[config.mk]
export PLATFORM = sky130hd
export DESIGN_NAME = mwq_oq
export DESIGN_NICKNAME = d
export VERILOG_FILES = /design/src/rtl/mwq_oq.sv
export SDC_FILE = /design/constraint.sdc
export NUM_CORES = 1
export LEC_CHECK = 0
export BUFFER_PORTS_ARGS = -buffer_cell sky130_fd_sc_hd__buf_2
export CAP_MARGIN = 20
export CORE_MARGIN = 1.5
export CORE_UTILIZATION = 37
export CTS_CLUSTER_SIZE = 40
export DETAILED_ROUTE_END_ITERATION = 10
export HOLD_SLACK_MARGIN = 0.1
export PLACE_DENSITY = 0.53
export SYNTH_ARGS = -nofsm -noshare
export SYNTH_HDL_FRONTEND = slang
export SYNTH_SLANG_ARGS = --single-unit
[constraint.sdc]
create_clock -name clk -period 7.9 [get_ports clk]
set_clock_uncertainty 0.1 [all_clocks]
set_input_delay 1.185 -clock clk [delete_from_list [all_inputs] [get_ports clk]]
set_output_delay 1.185 -clock clk [all_outputs]
set_load 0.02 [all_outputs]
[src/rtl/mwq_oq.sv]
module mwq_oq #(
  parameter int K     = 4,
  parameter int W     = 16,
  parameter int TW    = 8,
  parameter int DEPTH = 8,
  localparam int CW   = $clog2(K+1),
  localparam int AW   = $clog2(DEPTH)
) (
  input  logic          clk,
  input  logic          rst_n,
  input  logic          bp_en,
  input  logic [K-1:0]  in_valid,
  input  logic [K*TW-1:0] in_tag,
  input  logic [K*W-1:0]  in_data,
  input  logic          out_ready,
  output logic          out_valid,
  output logic [W-1:0]  out_data,
  output logic [TW-1:0] out_tag,
  output logic [CW-1:0] credit
);

  logic [TW+W-1:0] mem [DEPTH];
  logic [AW-1:0]   wr, rd;
  logic [AW:0]     count, free, nacc;
  logic [K-1:0]    uniq, acc;
  logic [AW-1:0]   pos [K];
  logic            pop;

  assign free      = (AW+1)'(DEPTH) - count;
  assign out_valid = (count != '0);
  assign {out_tag, out_data} = mem[rd];
  assign pop       = out_valid & out_ready;
  assign credit    = (bp_en && int'(free) < K) ? CW'(free) : CW'(K);

  always_comb begin
    logic [AW:0] rank;
    rank = '0;
    for (int i = 0; i < K; i++) begin
      uniq[i] = in_valid[i];
      for (int j = 0; j < i; j++)
        if (in_valid[j] && in_tag[j*TW +: TW] == in_tag[i*TW +: TW])
          uniq[i] = 1'b0;
      acc[i] = uniq[i] && (rank < free);
      pos[i] = rank[AW-1:0];
      if (acc[i]) rank = rank + 1'b1;
    end
    nacc = rank;
  end

  always_ff @(posedge clk or negedge rst_n) begin
    if (!rst_n) begin
      count <= '0;
      wr    <= '0;
      rd    <= '0;
    end else begin
      count <= count + nacc - (AW+1)'(pop);
      wr    <= wr + nacc[AW-1:0];
      rd    <= rd + AW'(pop);
    end
  end

  always_ff @(posedge clk) begin
    for (int i = 0; i < K; i++)
      if (acc[i])
        mem[wr + pos[i]] <= {in_tag[i*TW +: TW], in_data[i*W +: W]};
  end

  logic dup_acc;
  always_comb begin
    dup_acc = 1'b0;
    for (int i = 0; i < K; i++)
      for (int j = 0; j < i; j++)
        if (acc[i] && acc[j] && in_tag[j*TW +: TW] == in_tag[i*TW +: TW])
          dup_acc = 1'b1;
  end


  reset_empty_chk: assert property (@(posedge clk) !rst_n |=> !out_valid);


  uniq_store_chk: assert property (@(posedge clk) disable iff (!rst_n) !dup_acc);


  no_overflow_chk: assert property (@(posedge clk) disable iff (!rst_n)
    int'(count) <= DEPTH);


  credit_honoured_chk: assert property (@(posedge clk) disable iff (!rst_n)
    (bp_en && $countones(in_valid) <= int'(credit)) |-> (int'(nacc) == $countones(uniq)));


  hold_chk: assert property (@(posedge clk) disable iff (!rst_n)
    (out_valid && !out_ready) |=> (out_valid && $stable(out_data) && $stable(out_tag)));

endmodule

==> results.md, run 1 <==
* Reg2reg setup slack at 1.02 ns
* Die width at 209 um
* Critical path class: reg2reg
* Pint at 5.48 mW
* Core Region at 41900 sq um
* CTS tree: done
* Routed WL per cell at 25.5 um
* Die height at 209 um
* First-pass GRT wire length at 77300 um
* CTS sink cnt at 202
* Synth Area per Inst at 10.8 sq um
* Drt first pass iters at 5
* Combinational Power Share at 0.610
* VDD IR-drop max at 0.000302 V
* Max Slew Vio Count at 0
* Post-DRT Antenna Nets at 0
* Setup Viol. Count Final at 0
* Largest net degree at the start of global routing at 50
* DIE AREA at 43700 sq um
* RSZ-0062 raised after global routing: false
* Area Overhead vs Synth at 12.3%
* Ys flop type: edfxtp_1
* Port Buffers at 131
* Crit. Startpoint: count[0]$_DFF_PN0_
* Filler Cell Count at 4003
* Max cap viols at 0
* Vias per Instance at 5.74
* R2R depth at 22
* Via count at 11770
* Cts bufs inserted at 26
* EDFF count, synth at 192
* Iter 0 DRT Violations at 968
* Syn nets at 1588
* Post-synthesis sequential area ratio at 0.383
* Lkg Pwr at 6.87 nW
* Worst skew pair latency at 0.55 ns
* Crit. End Element: flop
* FP Rows at 75
* Slew of the pin with the lowest slew margin at 1.11 ns
* Final nets at 1618
* Fmax achieved at 145 MHz
* Setup Fix Bufs, Post-CTS at 0
* Final min period at 6.88 ns
* Final Power at 9.56 mW
* WP data required at 8.10 ns
* Reg clk slew, reported paths at 0.06 ns
* Net Switching at 4.08 mW
* Clk buf depth at 3
* Initial Util at 0.375
* Seq cells post-synth at 202
* Initial antenna violation count at 0
* HP Class: in2async
* Startpoint types: flop
* Worst reg2reg endpoint: mem[2][22]$_DFFE_PP_
* Drt total wl at 52300 um
* Vias in the first global route at 11775
* DPL Wire Length at 33900 um
* Outcome: finished, final reports clean
* H-tree Lvls at 1
* # DRC at 0
* Dominant cell type by area after synthesis: edfxtp_1
* Post-CTS sizing at 0
* Final period util at 0.871
* Hold_buf cts at 0
* Seq pwr share at 0.269
* Layout cells sized above 1 at 0.345
* Synth warn at 0
* Synth async-reset ratio at 0.0495
* Synth unique cells at 53
* Global-route congestion overflow total at 0
* GRT Resource Usage Total at 0.238
* Gate Count Post-Synth at 1460
* Count of final hold-check violations at 0
* Area contributors post-synth: edfxtp_1 (37%), mux2_2 (16%), mux2i_1 (12%), mux4_2 (6.9%), o21ai_0 (4.7%)
* Crit-path max FO at 17
* Power per cell area at 542 nW/um^2
* Top-area cell type share of the netlist area at 0.367
* Sw frac at 0.426
* Critical path arrival at 7.08 ns
* Most common cell in the synthesized netlist: mux2_2
* Post-route setup TNS at 0 ns
* Clk pwr share at 0.121
* Post-Syn Area at 15700 sq um
* Worst r2r src: count[0]$_DFF_PN0_
* CTS root buf: clkbuf_16
* Slew margin rel. at 0.261
* GP Congestion at 0.887
* Synth top cells by count: mux2_2 (218), mux2i_1 (193), edfxtp_1 (192)
* I/O pin count at 132
-- layout by cell type (no fill, tap or decap), types with 6 or more instances in the layout --
master | synthesis | routed
buf_4 | 5 | 41
clkinv_1 | 0 | 7
mux2i_1 | 193 | 193
o21ai_0 | 149 | 149
o21ai_1 | 6 | 6
nand4_1 | 8 | 8
buf_2 | 66 | 131
nor2_1 | 58 | 58
mux2_2 | 218 | 218
a21oi_1 | 52 | 52
buf_12 | 0 | 7
clkbuf_16 | 0 | 26
edfxtp_1 | 192 | 192
mux4_2 | 48 | 48
xor2_1 | 9 | 9
dfrtp_1 | 10 | 7
ha_1 | 21 | 21
nand2_1 | 170 | 170
nand3_1 | 12 | 7
inv_1 | 15 | 15
xnor2_1 | 55 | 55
-- area by class of cell --
| class | count | area, sq um | share of cell area |
|---|---|---|---|
| Clock inverter | 16 | 140 | 0.00794 |
| Tap cell | 539 | 674 | 0.0382 |
| Inverter | 15 | 56.3 | 0.00319 |
| Multi-Input combinational cell | 1066 | 8990 | 0.509 |
| Timing Repair Buffer | 179 | 1100 | 0.0625 |
| Clock buffer | 31 | 669 | 0.0379 |
| Sequential cell | 202 | 6020 | 0.341 |
| Antenna cell | 1 | 2.50 | 0.000142 |
-- power by group through the flow --
stage / Clock, mW / Sequential, mW / Combinational (mW)
floorplan: 0 / 2.43 / 3.89
global placement: 0 / 2.59 / 5.76
detailed placement: 0 / 2.60 / 5.84
CTS: 1.18 / 2.58 / 5.87
global route: 1.21 / 2.63 / 6.24
finish: 1.16 / 2.57 / 5.83
-- through the flow --
step	worst slack [ns]	hold WS, ns	utilization	std cells	cell area [sq um]
finish	1.02	0.368	0.421	2049	17700
global route	0.519	0.371	0.421	2048	17700
CTS	1.09	0.358	0.421	2048	17700
detailed placement	0.752	0.584	0.402	2001	16800
global placement	0.934	0.582	0.402	2001	16800
floorplan	1.17	0.416	-	1460	15700
-- logic make-up (layout without fill, tap and decap cells) --
kind of cell	after synthesis	count (layout)	synth area share
AO/OA/AOI/OAI	223	223	0.0753
other	0	1	0
adder cells (fa/ha/maj)	24	24	0.0205
buffers and inverters	192	241	0.0532
AND/OR/NAND/NOR	296	296	0.0850
multiplexers	459	459	0.348
XOR/XNOR	64	64	0.0356
flip-flops	202	202	0.383
-- sequential cells by signal, indices dropped and copies added, names as in the netlist --
name and cells:
count 4, mem 192, rd 3, wr 3
-- per-layer routing --
layer,up-vias,wire (um),global-route usage
met5,-,0,0
met4,0,1630,0.0707
met3,90,3460,0.0373
met2,436,24400,0.392
met1,5846,22800,0.323
li1,5398,-,-
-- worst max path at each step --
stage | depth (start not counted) | end
CTS | 22 | mem[2][22]$_DFFE_PP_
global route | 22 | mem[2][22]$_DFFE_PP_
floorplan | 23 | mem[0][0]$_DFFE_PP_
global placement | 20 | mem[2][17]$_DFFE_PP_
detailed placement | 20 | mem[2][2]$_DFFE_PP_
finish | 22 | mem[2][22]$_DFFE_PP_
-- worst max-delay path, cell delays in order, from the launching register on --
cell and delay [ns]:
dfrtp_1 0.48, inv_1 0.14, ha_1 0.25, nor2b_1 0.17
a31oi_4 0.29, nor2_1 0.15, a31oi_2 0.44, nand2_1 0.16
ha_1 0.44, nand2b_1 0.21, a22oi_1 0.18, nor2_2 0.08
or3_4 0.48, o21ai_0 0.61, ha_1 0.40, a221oi_1 0.40
nand2_1 0.09, o21ai_0 0.08, nand2_1 0.07, o221ai_1 0.16
and3_2 0.46, buf_4 0.40, mux2_2 0.39
Note: power is estimated with default switching activity, not from simulation.
==> run 2, diff against run 1 <==
==> constraint.sdc (replaced) <==
create_clock -name clk -period 7.7 [get_ports clk]
set_clock_uncertainty 0.1 [all_clocks]
set_input_delay 1.155 -clock clk [delete_from_list [all_inputs] [get_ports clk]]
set_output_delay 1.155 -clock clk [all_outputs]
set_load 0.02 [all_outputs]
==> run 2 against run 1 <==
Net effect:
- non-clock buffer count up 4
- largest power group unchanged
- final area down 0.18%
- core utilization down 0.075 points
- global-route usage up 0.69 points
- sequential power up 3%
- cell count up 0.20%
- sequential share of layout area up 0.060 points
- clock-buffer cell count up 5
- maximum frequency up 2.7%
- critical path depth unchanged
- worst setup slack worse by 0.016 ns
- routed wire length up 2.9%
==> results.md, run 2 (same netlist as run 1, synthesis figures left out) <==
* Met3 global-route usage at 0.0457
* Post-CTS sizing at 0
* Initial antenna violation count at 1
* CTS tree: done
* Lkg Pwr at 6.88 nW
* Reg clk slew, reported paths at 0.06 ns
* Post-Route Utilization at 0.420
* Count of final hold-check violations at 0
* Max cap viols at 0
* Post-route setup TNS at 0 ns
* Initial Util at 0.375
* Min Hold Slack at 0.367 ns
* RSZ-0062 raised after global routing: false
* GRT Resource Usage Total at 0.245
* Routed WL per cell at 26.2 um
* Crit. Startpoint: count[0]$_DFF_PN0_
* Worst reg2reg endpoint: mem[2][4]$_DFFE_PP_
* DIE AREA at 43700 sq um
* Slowest cell on the critical path: o21ai_0
* Post-DRT Antenna Nets at 0
* Global-route congestion overflow total at 0
* Post-route cell area at 17600 sq um
* Final nets at 1622
* Largest net degree at the start of global routing at 50
* Max reg flops at 192
* I/O pin count at 132
* Slew of the pin with the lowest slew margin at 1.05 ns
* GR peak layer: met2
* Critical path class: reg2reg
* Area Overhead vs Synth at 12.1%
* Slew margin rel. at 0.302
* Crit path capture: mem[2][4]$_DFFE_PP_
* Port Buffers at 131
* Crit-path cells: inv_1 > ha_1 > nor2b_1 > a31oi_4 > nor2_1 > a31oi_2 > nand2_1 > ha_1 > nand2b_1 > a22oi_1 > nor2_2 > or3_4 > o21ai_0 > ha_1 > a221oi_1 > nand2_1 > o21ai_0 > nand2_1 > o221ai_1 > and3_2 > buf_4 > mux2_2
* Crit. End Element: flop
* Place WS at 0.746 ns
* Setup Fix Bufs, Post-CTS at 0
* # DRC at 0
* Ant diodes at 0
* WP data required at 7.90 ns
* FP Rows at 75
* Commonest non-fill, non-tap cell in the layout: mux2_2
* Placed insts at 2005
* First-pass GRT wire length at 79300 um
* Reg2reg setup slack at 1.00 ns
* Critical path arrival at 6.90 ns
* CTS sink cnt at 202
* Vias in the first global route at 12032
* Most frequent cells in the layout: mux2_2 (218), mux2i_1 (193), edfxtp_1 (192)
* Peak per-stage delay on the critical path at 0.55 ns
* Vias per Instance at 5.83
* Crit-path max FO at 11
* Die width at 209 um
* Filler Cell Count at 4014
* Drt total wl at 53800 um
* Max Slew Vio Count at 0
* Layout cells sized above 1 at 0.343
* Hold_buf cts at 0
* Post-place instance area at 16800 sq um
* Final Power at 9.78 mW
* Die height at 209 um
* Met2 usage at 0.402
* HP Class: in2async
* Final period util at 0.870
* Cts bufs inserted at 26
* Final cell count without fillers at 2053
* Fmax achieved at 149 MHz
* VDD IR-drop max at 0.000298 V
* DPL Wire Length at 35100 um
* H-tree Lvls at 1
* Iter 0 DRT Violations at 1152
* Clk buf depth at 3
* GP Congestion at 0.847
* Startpoint types: flop
* Worst r2r src: count[0]$_DFF_PN0_
* Setup ws final at 1.00 ns
* Outcome: finished, final reports clean
* Power per cell area at 555 nW/um^2
* M1 GR Usage at 0.322
* Drt first pass iters at 5
* Final min period at 6.70 ns
* Setup Viol. Count Final at 0
* CTS root buf: clkbuf_16
* Worst skew pair latency at 0.55 ns
* Core Region at 41900 sq um
* R2R depth at 22
* Via count at 11973
[run 2: cell count changes in the layout (fill, tap and decap cells not counted)]
cell        before  now
buf_12           7    3
clkbuf_1         5   10
diode_2          1    0
clkinv_2         3    2
buf_4           41   49
clkinvlp_4       3    0
[run 2: area by class of cell]
type                       count  area [sq um]  area share
clock inverter                12           113     0.00639
clock buffer                  36           688      0.0390
timing repair buffer         183          1080      0.0615
multi-input combinational   1066          8990       0.510
inverter                      15          56.3     0.00319
sequential                   202          6020       0.342
tap                          539           674      0.0383
[run 2: routing by layer]
layer,share of wire,vias to the layer above
met5,0.00024,-
met4,0.036,2
met3,0.071,109
met2,0.47,510
met1,0.42,5956
li1,-,5396
[run 2: power breakdown]
part / internal [mW] / total (mW) / switching, mW
clock network: 0.688 / 1.18 / 0.494
logic: 2.52 / 5.96 / 3.44
registers: 2.36 / 2.64 / 0.278
[run 2: worst max-delay path: cells and delay by family, from the launching register on]
kind | cells | cell delay, ns
AOI/OAI and AO/OA | 7 | 2.08
adders and majority gates | 3 | 1.09
buffers and inverters | 2 | 0.45
DFF | 1 | 0.49
muxes | 1 | 0.35
and+or+nand+nor | 9 | 1.86
[run 2: how the worst min path moves through the flow]
stage / slack (ns) / endpoint / startpoint / depth (start not counted)
2_1_floorplan: 0.42 / rd[1]$_DFF_PN0_ / rd[1]$_DFF_PN0_ / 1
3_3_place_gp: 0.57 / count[3]$_DFF_PN0_ / count[3]$_DFF_PN0_ / 2
3_5_place_dp: 0.58 / count[0]$_DFF_PN0_ / count[0]$_DFF_PN0_ / 1
4_1_cts: 0.35 / count[0]$_DFF_PN0_ / rst_n / 1
5_1_grt: 0.37 / count[0]$_DFF_PN0_ / rst_n / 1
6_report: 0.37 / count[0]$_DFF_PN0_ / rst_n / 1
==> run 3, diff against run 2 <==
--- a/config.mk
+++ b/config.mk
@@ -12,6 +12,7 @@
 export CTS_CLUSTER_SIZE = 40
 export DETAILED_ROUTE_END_ITERATION = 10
 export HOLD_SLACK_MARGIN = 0.1
+export MAX_ROUTING_LAYER = met4
 export PLACE_DENSITY = 0.53
 export SYNTH_ARGS = -nofsm -noshare
 export SYNTH_HDL_FRONTEND = slang
==> run 3 against run 2 <==
Net effect:
- die area unchanged
- largest power group unchanged
- routed wire length is 0.18% lower
- sequential power hardly changed
- via count down 0.29%
- worst hold slack barely moved
- total power is essentially flat
- global-route usage is 0.74 points higher
- critical path depth did not move
- core utilization about the same
- clock-buffer cell count unchanged
- final area hardly changed
==> results.md, run 3 (same netlist as run 1, synthesis figures left out) <==
* Port Buffers at 131
* Min Hold Slack at 0.367 ns
* GP Congestion at 0.860
* Core Region at 41900 sq um
* H-tree Lvls at 1
* Crit. End Element: flop
* VDD IR-drop max at 0.000300 V
* Global-route congestion overflow total at 0
* Lkg Pwr at 6.88 nW
* Vias per Instance at 5.81
* Count of final hold-check violations at 0
* FP Rows at 75
* Max Slew Vio Count at 0
* Slew of the pin with the lowest slew margin at 1.06 ns
* Worst r2r src: count[0]$_DFF_PN0_
* Drt first pass iters at 5
* Crit-path max FO at 11
* Clk buf depth at 3
* Post-DRT Antenna Nets at 0
* Initial Util at 0.375
* Reg2reg setup slack at 0.99 ns
* Post-place instance area at 16800 sq um
* Via count at 11938
* Setup Fix Bufs, Post-CTS at 0
* Final Power at 9.79 mW
* HP Class: in2async
* Die width at 209 um
* Area Overhead vs Synth at 12.1%
* Vias in the first global route at 12042
* Outcome: finished, final reports clean
* Largest net degree at the start of global routing at 50
* Critical path arrival at 6.92 ns
* CTS sink cnt at 202
* CTS root buf: clkbuf_16
* Drt total wl at 53700 um
* Hold_buf cts at 0
* DIE AREA at 43700 sq um
* Initial antenna violation count at 1
* Final min period at 6.71 ns
* Routed WL per cell at 26.2 um
* Cts bufs inserted at 26
* Most frequent cells in the layout: mux2_2 (218), mux2i_1 (193), edfxtp_1 (192)
* Max reg flops at 192
* Die height at 209 um
* Final period util at 0.872
* Footprint of the multi-input gates at 8990 sq um
* RSZ-0062 raised after global routing: false
* Commonest non-fill, non-tap cell in the layout: mux2_2
* DPL Wire Length at 35100 um
* Worst skew pair latency at 0.55 ns
* GRT Resource Usage Total at 0.252
* Startpoint types: flop
* Place WS at 0.746 ns
* Layout cells sized above 1 at 0.343
* Max cap viols at 0
* I/O pin count at 132
* Setup ws final at 0.987 ns
* Setup Viol. Count Final at 0
* Sequential cell area at 6020 sq um
* Filler Cell Count at 4015
* Slew margin rel. at 0.293
* Worst reg2reg endpoint: mem[2][4]$_DFFE_PP_
* First-pass GRT wire length at 79300 um
* Final nets at 1622
* Iter 0 DRT Violations at 1123
* Critical path class: reg2reg
* Post-route setup TNS at 0 ns
* Crit. Startpoint: count[0]$_DFF_PN0_
* Post-CTS sizing at 0
* # DRC at 0
* Power per cell area at 555 nW/um^2
* CTS tree: done
* WP data required at 7.90 ns
* R2R depth at 22
* Post-route cell area at 17600 sq um
* Reg clk slew, reported paths at 0.06 ns
* Fmax achieved at 149 MHz
-- run 3: changes by cell type in the layout (fill, tap and decap cells not counted) --
| cell | delta |
|---|---|
| diode_2 | +1 |
-- run 3: cell type report --
cell class	count	share of cell area
repair buffers	183	0.0615
inverters	15	0.00319
clock buffers	36	0.0390
diodes	1	0.000142
multi-input cells	1066	0.510
well taps	539	0.0383
clock inverters	12	0.00639
flip-flops and latches	202	0.342
-- run 3: per-stage QoR --
step | util | cells
detailed placement | 0.401 | 2005
global route | 0.420 | 2054
floorplan | - | 1460
finish | 0.420 | 2054
CTS | 0.420 | 2053
global placement | 0.401 | 2005
-- run 3: critical path, cell delays in order, from the launching register on --
cell	delay, ns
dfrtp_1	0.49
inv_1	0.15
ha_1	0.25
nor2b_1	0.17
a31oi_4	0.31
nor2_1	0.10
a31oi_2	0.43
nand2_1	0.14
ha_1	0.44
nand2b_1	0.22
a22oi_1	0.20
nor2_2	0.08
or3_4	0.48
o21ai_0	0.55
ha_1	0.39
a221oi_1	0.39
nand2_1	0.09
o21ai_0	0.08
nand2_1	0.07
o221ai_1	0.14
and3_2	0.51
buf_4	0.30
mux2_2	0.35
-- run 3: per-layer routing --
| metal | vias up | global-route usage | part of all wire |
|---|---|---|---|
| met4 | 0 | 0.0887 | 0.034 |
| met3 | 106 | 0.0463 | 0.072 |
| met1 | 5948 | 0.322 | 0.42 |
| met2 | 484 | 0.401 | 0.47 |
| li1 | 5400 | - | - |
| met5 | - | - | 0 |
-- run 3: how the worst max path moves through the flow --
| stage | endpoint | slack (ns) | cells after the start |
|---|---|---|---|
| 2_1_floorplan | mem[0][0]$_DFFE_PP_ | 1.0 | 23 |
| 3_3_place_gp | mem[2][8]$_DFFE_PP_ | 0.82 | 21 |
| 3_5_place_dp | mem[2][23]$_DFFE_PP_ | 0.75 | 21 |
| 4_1_cts | mem[2][1]$_DFFE_PP_ | 1.08 | 22 |
| 5_1_grt | mem[2][1]$_DFFE_PP_ | 0.56 | 22 |
| 6_report | mem[2][4]$_DFFE_PP_ | 0.99 | 22 |
-- run 3: power breakdown --
part           switching, mW  internal [mW]
Sequential             0.279           2.36
Clock                  0.493          0.688
Combinational           3.44           2.52
